<file path="src/rtl/sar_pkg.sv">
package sar_pkg;
  typedef enum logic [1:0] {
    ST_IDLE   = 2'd0,
    ST_SAMPLE = 2'd1,
    ST_TRIAL  = 2'd2
  } sar_state_e;
endpackage

</file>
<file path="src/rtl/sar_sync.sv">
module sar_sync (
  input  logic clk_i,
  input  logic rst_ni,
  input  logic d_i,
  output logic q_o
);
  logic s1_q, s2_q;
  always_ff @(posedge clk_i or negedge rst_ni) begin
    if (!rst_ni) begin
      s1_q <= 1'b0;
      s2_q <= 1'b0;
    end else begin
      s1_q <= d_i;
      s2_q <= s1_q;
    end
  end
  assign q_o = s2_q;
endmodule

</file>
<file path="src/rtl/sar_timer.sv">
module sar_timer #(
  parameter int CW = 4
) (
  input  logic          clk_i,
  input  logic          rst_ni,
  input  logic          load_i,
  input  logic [CW-1:0] load_val_i,
  output logic          zero_o
);
  logic [CW-1:0] cnt_q;
  always_ff @(posedge clk_i or negedge rst_ni) begin
    if (!rst_ni)             cnt_q <= '0;
    else if (load_i)         cnt_q <= load_val_i;
    else if (cnt_q != '0)    cnt_q <= cnt_q - 1'b1;
  end
  assign zero_o = (cnt_q == '0);
endmodule

</file>
<file path="src/rtl/sar_reg.sv">
module sar_reg #(
  parameter int N_BITS = 8
) (
  input  logic              clk_i,
  input  logic              rst_ni,
  input  logic              clear_i,
  input  logic              start_i,
  input  logic              step_i,
  input  logic              keep_i,
  output logic [N_BITS-1:0] code_o,
  output logic [N_BITS-1:0] settled_o,
  output logic              last_o
);
  localparam logic [N_BITS-1:0] MSB = {1'b1, {(N_BITS-1){1'b0}}};

  logic [N_BITS-1:0] code_q, mask_q;

  // code with the bit under test resolved, lower bits still zero
  assign settled_o = keep_i ? code_q : (code_q & ~mask_q);
  assign last_o    = mask_q[0];
  assign code_o    = code_q;

  always_ff @(posedge clk_i or negedge rst_ni) begin
    if (!rst_ni) begin
      code_q <= '0;
      mask_q <= '0;
    end else if (clear_i) begin
      code_q <= '0;
      mask_q <= '0;
    end else if (start_i) begin
      code_q <= MSB;
      mask_q <= MSB;
    end else if (step_i) begin
      code_q <= settled_o | (mask_q >> 1);
      mask_q <= mask_q >> 1;
    end
  end
endmodule

</file>
<file path="src/rtl/sar_adc_seq.sv">
module sar_adc_seq #(
  parameter int N_BITS        = 8,
  parameter int SAMPLE_CYCLES = 4,
  parameter int SETTLE_CYCLES = 4
) (
  input  logic              clk_i,
  input  logic              rst_ni,
  input  logic              go_i,
  input  logic              cmp_i,
  output logic              sample_o,
  output logic              busy_o,
  output logic [N_BITS-1:0] dac_code_o,
  output logic              done_o,
  output logic [N_BITS-1:0] result_o
);
  import sar_pkg::*;

  // settle must cover the two synchronizer flops plus one cycle of DAC output
  localparam int S_EFF = (SAMPLE_CYCLES < 1) ? 1 : SAMPLE_CYCLES;
  localparam int T_EFF = (SETTLE_CYCLES < 3) ? 3 : SETTLE_CYCLES;
  localparam int MAXC  = (S_EFF > T_EFF) ? S_EFF : T_EFF;
  localparam int CW    = $clog2(MAXC + 1);
  localparam logic [CW-1:0] S_LOAD = CW'(S_EFF - 1);
  localparam logic [CW-1:0] T_LOAD = CW'(T_EFF - 1);

  sar_state_e        st_q, st_d;
  logic              cmp_s, zero, last;
  logic              tmr_load, reg_clear, reg_start, reg_step;
  logic [CW-1:0]     tmr_val;
  logic [N_BITS-1:0] code, settled;
  logic              done_q;
  logic [N_BITS-1:0] result_q;

  sar_sync u_sync (
    .clk_i (clk_i), .rst_ni (rst_ni), .d_i (cmp_i), .q_o (cmp_s)
  );

  sar_timer #(.CW(CW)) u_timer (
    .clk_i (clk_i), .rst_ni (rst_ni), .load_i (tmr_load),
    .load_val_i (tmr_val), .zero_o (zero)
  );

  sar_reg #(.N_BITS(N_BITS)) u_reg (
    .clk_i (clk_i), .rst_ni (rst_ni), .clear_i (reg_clear),
    .start_i (reg_start), .step_i (reg_step), .keep_i (cmp_s),
    .code_o (code), .settled_o (settled), .last_o (last)
  );

  always_comb begin
    st_d      = st_q;
    tmr_load  = 1'b0;
    tmr_val   = T_LOAD;
    reg_clear = 1'b0;
    reg_start = 1'b0;
    reg_step  = 1'b0;
    unique case (st_q)
      ST_IDLE: if (go_i) begin
        st_d      = ST_SAMPLE;
        tmr_load  = 1'b1;
        tmr_val   = S_LOAD;
        reg_clear = 1'b1;
      end
      ST_SAMPLE: if (zero) begin
        st_d      = ST_TRIAL;
        tmr_load  = 1'b1;
        reg_start = 1'b1;
      end
      ST_TRIAL: if (zero) begin
        reg_step = 1'b1;
        if (last) st_d = ST_IDLE;
        else      tmr_load = 1'b1;
      end
      default: st_d = ST_IDLE;
    endcase
  end

  always_ff @(posedge clk_i or negedge rst_ni) begin
    if (!rst_ni) begin
      st_q     <= ST_IDLE;
      done_q   <= 1'b0;
      result_q <= '0;
    end else begin
      st_q   <= st_d;
      done_q <= reg_step && last;
      if (reg_step && last) result_q <= settled;
    end
  end

  assign sample_o   = (st_q == ST_SAMPLE);
  assign busy_o     = (st_q != ST_IDLE);
  assign dac_code_o = code;
  assign done_o     = done_q;
  assign result_o   = result_q;
endmodule

</file>
<file path="config.mk">
export PLATFORM = sky130hd
export DESIGN_NAME = sar_adc_seq
export DESIGN_NICKNAME = d
export VERILOG_FILES = /design/src/rtl/sar_pkg.sv /design/src/rtl/sar_sync.sv /design/src/rtl/sar_timer.sv /design/src/rtl/sar_reg.sv /design/src/rtl/sar_adc_seq.sv
export SDC_FILE = /design/constraint.sdc
export NUM_CORES = 1
export LEC_CHECK = 0
export ABC_AREA = 1
export BUFFER_PORTS_ARGS = -buffer_cell sky130_fd_sc_hd__buf_4
export CORE_MARGIN = 4
export CORE_UTILIZATION = 58
export CTS_CLUSTER_DIAMETER = 80
export DETAILED_ROUTE_END_ITERATION = 10
export PLACE_DENSITY_LB_ADDON = 0.2
export REMOVE_ABC_BUFFERS = 1
export SLEW_MARGIN = 20
export SYNTH_ARGS = -nofsm -noshare
export SYNTH_HDL_FRONTEND = slang
export SYNTH_HIERARCHICAL = 1
export SYNTH_SLANG_ARGS = --single-unit
</file>
<file path="constraint.sdc">
create_clock -name clk_i -period 3.5 [get_ports clk_i]
set_input_delay 0.875 -clock clk_i [delete_from_list [all_inputs] [get_ports clk_i]]
set_output_delay 0.875 -clock clk_i [all_outputs]
set_load 0.01 [all_outputs]
</file>
Word level (Yosys, flattened, before mapping)
Index checks and enable logic that the tools add are counted.

Add/sub/neg operators: 1. Equality and inequality tests: 6. Mux-type cells: 22. Bitwise gates (word level): 3. Reduce and logical (&&, ||, !) cells: 8.

Operators with widths (count): 8-bit two-way mux (7); 8-bit bitwise AND (1); 2-bit two-way mux (4); 8-bit NOT (1); 8-bit by 7-bit bitwise OR with 8-bit output (1); 1-bit two-way mux (7); 3-bit two-way mux (2); 2-bit by 1-bit inequality test with 1-bit output (second input constant) (3); 2-bit case mux with 3 select lines (1); 3-bit nonzero test (2); 4-bit AND reduction (1); 2-bit nonzero test (2); 3-bit zero test (1); 1-bit case mux with 3 select lines (1); 3-bit by 1-bit subtractor with 3-bit output (second input constant) (1); 2-bit by 1-bit == test with 1-bit output (second input constant) (1); 2-bit == test (second input constant) (1); 2-bit zero test (1); 2-bit inequality test (second input constant) (1); 1-bit logical AND (1).

Flip-flop bits (word level): 32. Bits of input ports: 4. Output and inout bits: 19. Logic and storage cells: 48.

Longest topological paths before layout
Depth after elaboration: 7. Gate-level depth with buffers: 12. Depth with buffers taken out: 12.

By module
Netlist, hierarchy kept.

By module, submodules not included: sar_reg (times used 1, cells an instance 104, area an instance 778.2 µm², sequential area each 400.4 µm²); sar_adc_seq (times used 1, cells an instance 59, area an instance 509.2 µm², sequential area each 275.3 µm²); sar_timer (times used 1, cells an instance 32, area an instance 207.7 µm², sequential area each 75.1 µm²); sar_sync (times used 1, cells an instance 2, area an instance 50.0 µm², sequential area each 50.0 µm²).

Worst setup path before layout
OpenSTA, ideal clock, no wires.

Path type: register to register. Start point: reg u_timer.cnt_q[0]. End point: reg u_reg.code_q[0], in the netlist u_reg/code_o[0]. Library setup time: 65 ps. Arrival: 1602 ps. Required time: 3435 ps. Slack: 1834 ps. Cell stages (with the launch flop): 12. Path buffers: 1. Period minus slack after synthesis: 1666 ps. Cell sequence: dfrtp_1 > inv_1 > ha_1 > inv_1 > nor2_2 > inv_1 > nor2_1 > inv_2 > nor2_4 > buf_6 > nand2_1 > nand2_1.

Elaborated cells between the ends (all ways): 7. Those cells by class: 5 x mux; 2 x reduce/logical.

RTL lines: start: declaration (line sar_timer.sv:10) `logic [CW-1:0] cnt_q;`; start signal: assignment (line sar_timer.sv:13) `else if (load_i) cnt_q <= load_val_i;`; start signal: assignment (line sar_timer.sv:14) `else if (cnt_q != '0) cnt_q <= cnt_q - 1'b1;`; 3-bit zero test (line sar_timer.sv:16) `assign zero_o = (cnt_q == '0);`; via zero (line sar_adc_seq.sv:27) `logic cmp_s, zero, last;`; 1-bit two-way mux (line sar_adc_seq.sv:68) `ST_TRIAL: if (zero) begin`; 1-bit two-way mux (line sar_adc_seq.sv:56) `unique case (st_q)`; via reg_step (line sar_adc_seq.sv:28) `logic tmr_load, reg_clear, reg_start, reg_step;`; 3-bit nonzero test (no source line); end signal: assignment (line sar_reg.sv:34) `code_q <= settled_o | (mask_q >> 1);`; end: declaration (line sar_reg.sv:16) `logic [N_BITS-1:0] code_q, mask_q;`.

The timed path passes the listed nets, and every way through them passes these cells. A chain may end at the register's enable or synchronous reset.

Final worst setup path
Start point: reg st_q[0]. End point: out sample_o.

Cells in the longest elaborated chain, start to end: 1.

RTL lines: start: declaration (line sar_adc_seq.sv:26) `sar_state_e st_q, st_d;`; start signal: assignment (line sar_adc_seq.sv:83) `st_q <= st_d;`; 2-bit by 1-bit == test with 1-bit output (line sar_adc_seq.sv:89) `assign sample_o = (st_q == ST_SAMPLE);`; end: declaration (line sar_adc_seq.sv:10) `output logic sample_o,`.

Every way passes these cells.

==> flow_summary.json <==
{
  "overflow": 0,
  "end_kind": "output pin",
  "area_delta_synth_final_pct": 17.1,
  "critPathKind": "flop to output pin",
  "rsz0062_at_grt": "no",
  "start_util_pct": 61.8,
  "r2r-end": "u_reg/mask_q[6]$_DFFE_PN0P_",
  "cts_tree": "built",
  "synth_top_area_share_pct": 51.8,
  "r2r-start": "u_timer/cnt_q[0]$_DFFE_PN0P_",
  "status": "finished, final reports clean",
  "cts-hold-fix-buffers": 0,
  "synth.distinct_cells": 19,
  "dieArea_um2": 3550,
  "dpl.hpwl_mm": 2.18,
  "grt_max_degree": 33,
  "nets": 231,
  "finClkSkew_ns": 0.0107,
  "cts_buffers": 5,
  "cts.repair.resized": 0,
  "finalHoldViolCount": 0,
  "rrSetupSlack_ns": 1.52,
  "first_global_vias": 1160,
  "path_clk_slew_ns": 0.10,
  "startpoint_type": "flop",
  "netlist.top_cell.by_area": "dfrtp_1",
  "syn_inst": 197,
  "num_antenna_cells": 0,
  "avgSynthCellArea_um2": 7.84,
  "fin_tns_setup_ns": 0,
  "cp_slowest_cell": "dfrtp_1",
  "layout-drive-gt1-share_pct": 19.0,
  "ios": 23,
  "min_path_type": "flop to flop",
  "synth_area_leaders": "dfrtp_1 (52%), nand2_1 (24%), inv_1 (5.3%)",
  "dieHeight_um": 59.6,
  "fill_cells": 189,
  "cp.depth": 3,
  "yosysWarnings": 6,
  "finalCriticalPeriod_ns": 2.02,
  "wirelength_mm": 2.97,
  "cp.arrival_ns": 1.14,
  "register_area_um2": 801,
  "clockBufferDepth": 2,
  "clockRootBuffer": "clkbuf_4",
  "rr_worst_depth": 10,
  "critical_path.endpoint": "sample_o",
  "drt_iter0_drc": 76,
  "clkLatencyLatePin_ns": 0.34,
  "max_clock_freq_ghz": 0.496,
  "drv_slew": 0,
  "cts_setup_buffers": 0,
  "coreArea_um2": 2500,
  "drv_cap": 0,
  "multi_input_area_um2": 617,
  "drt_pass1_iterations": 4,
  "htree_levels": 2,
  "peakVddDrop_v": 0.000739,
  "syn_area_um2": 1550,
  "grt_pass1_wl_mm": 5.04,
  "num_rows": 18,
  "vias": 1270,
  "dieWidth_um": 59.6,
  "power.density_nw_per_um2": 594,
  "cp_cell_sequence": "nand2_1 -> inv_1 -> buf_4",
  "clock-sinks": 32,
  "required_ns": 2.62,
  "place_congestion": 0.817,
  "wl_per_cell_um": 11.6,
  "crit_start": "st_q[0]$_DFFE_PN0P_",
  "critical_path_buf_inv_count": 2,
  "holdWs_ns": 0.363,
  "drcViolationCount": 0,
  "synth-seq-cells": 32,
  "ant_nets": 0,
  "max_stage_delay_ns": 0.51,
  "antenna_found_initial": 0,
  "io_buffers": 22,
  "fin_crit_sh_pct": 57.6,
  "worstPathMaxFanout": 4,
  "grtUsageTotal_pct": 19.6,
  "detail_route.vias_per_cell": 4.96,
  "ys_seq_area_share_pct": 51.8,
  "setup_viol": 0,
  "cp_top_family": "flip-flops",
  "p_leak_nw": 1.11
}
registers in the layout, indices dropped and copies added (netlist names):
name	count
done_o	1
st_q	2
u_sync/s1_q	1
u_sync/q_o	1
u_timer/cnt_q	3
u_reg/mask_q	8
result_o	8
u_reg/code_o	8
placed cells by master (no fill, tap or decap), types with 3 or more instances in the layout:
| cell | instances |
|---|---|
| a21oi_1 | 3 |
| buf_4 | 22 |
| clkbuf_4 | 5 |
| conb_1 | 3 |
| dfrtp_1 | 32 |
| inv_1 | 22 |
| inv_2 | 6 |
| nand2_1 | 97 |
| nand3_1 | 14 |
| nor2_1 | 3 |
| o21ai_0 | 3 |
Yosys cell counts:
cell type,count
inv_1,22
nand3_1,14
a21oi_1,3
nor2_1,3
nor2_2,2
clkinv_1,1
ha_1,2
o21ai_0,3
buf_6,2
dfrtp_1,32
nand2_1,97
a21boi_0,2
o21ai_1,1
nand3_2,1
conb_1,2
nor2_8,1
inv_2,6
nand2_8,1
nor2_4,2
stage by stage:
step                      std cells  power [mW]  setup slack (ns)  cell area, um^2  util [%]
after CTS                       256        1.08              1.47             1810      72.4
after global placement          248       0.786              1.64             1730      69.2
after floorplan                 196       0.703              1.82             1530         -
after global routing            256        1.16              1.34             1810      72.4
after detailed placement        248       0.801              1.56             1730      69.2
final                           256        1.08              1.48             1810      72.4
worst register-to-register path, delay by kind of cell, from the launching register on:
family,cells,cell delay (ns)
fa+ha+maj,1,0.20
simple gates,5,0.96
flops,1,0.42
buf+inv,4,0.36
metal layers:
layer | track usage, % | share of wire (%) | vias to the layer above
li1 | - | - | 643
met1 | 24.5 | 43 | 584
met2 | 30.3 | 50 | 35
met3 | 7.19 | 5.6 | 8
met4 | 9.18 | 2.3 | 0
met5 | 0 | 0 | -
where the power goes:
group / internal (mW) / switching [mW] / leakage (nW) / total (mW)
Sequential: 0.410 / 0.0411 / 0.433 / 0.451
Clock: 0.149 / 0.131 / 0.0412 / 0.280
Combinational: 0.117 / 0.228 / 0.634 / 0.345
how the worst min path moves through the flow:
stage / slack [ns] / cells after the start / end / startpoint
3_5_place_dp: 0.34 / 0 / u_sync/q_o$_DFF_PN0_ / u_sync/s1_q$_DFF_PN0_
2_1_floorplan: 0.33 / 0 / u_sync/q_o$_DFF_PN0_ / u_sync/s1_q$_DFF_PN0_
5_1_grt: 0.38 / 0 / u_sync/q_o$_DFF_PN0_ / u_sync/s1_q$_DFF_PN0_
4_1_cts: 0.37 / 0 / u_sync/q_o$_DFF_PN0_ / u_sync/s1_q$_DFF_PN0_
3_3_place_gp: 0.34 / 0 / u_sync/q_o$_DFF_PN0_ / u_sync/s1_q$_DFF_PN0_
6_report: 0.36 / 0 / u_sync/q_o$_DFF_PN0_ / u_sync/s1_q$_DFF_PN0_
final cells by class:
class,count,share of cell area [%]
Sequential cell,32,44.3
Multi-Input combinational cell,135,34.1
Timing Repair Buffer,22,9.13
Inverter,29,6.02
Clock inverter,3,2.35
Clock buffer,5,2.07
Tap cell,30,2.07
cells by family after synthesis:
family	synth area share, %
buf+inv	8.50
fa+ha+maj	1.62
compound gates	3.24
simple gates	34.3
other cells	0.486
flops	51.8
Power figures use the tool's default switching activity.
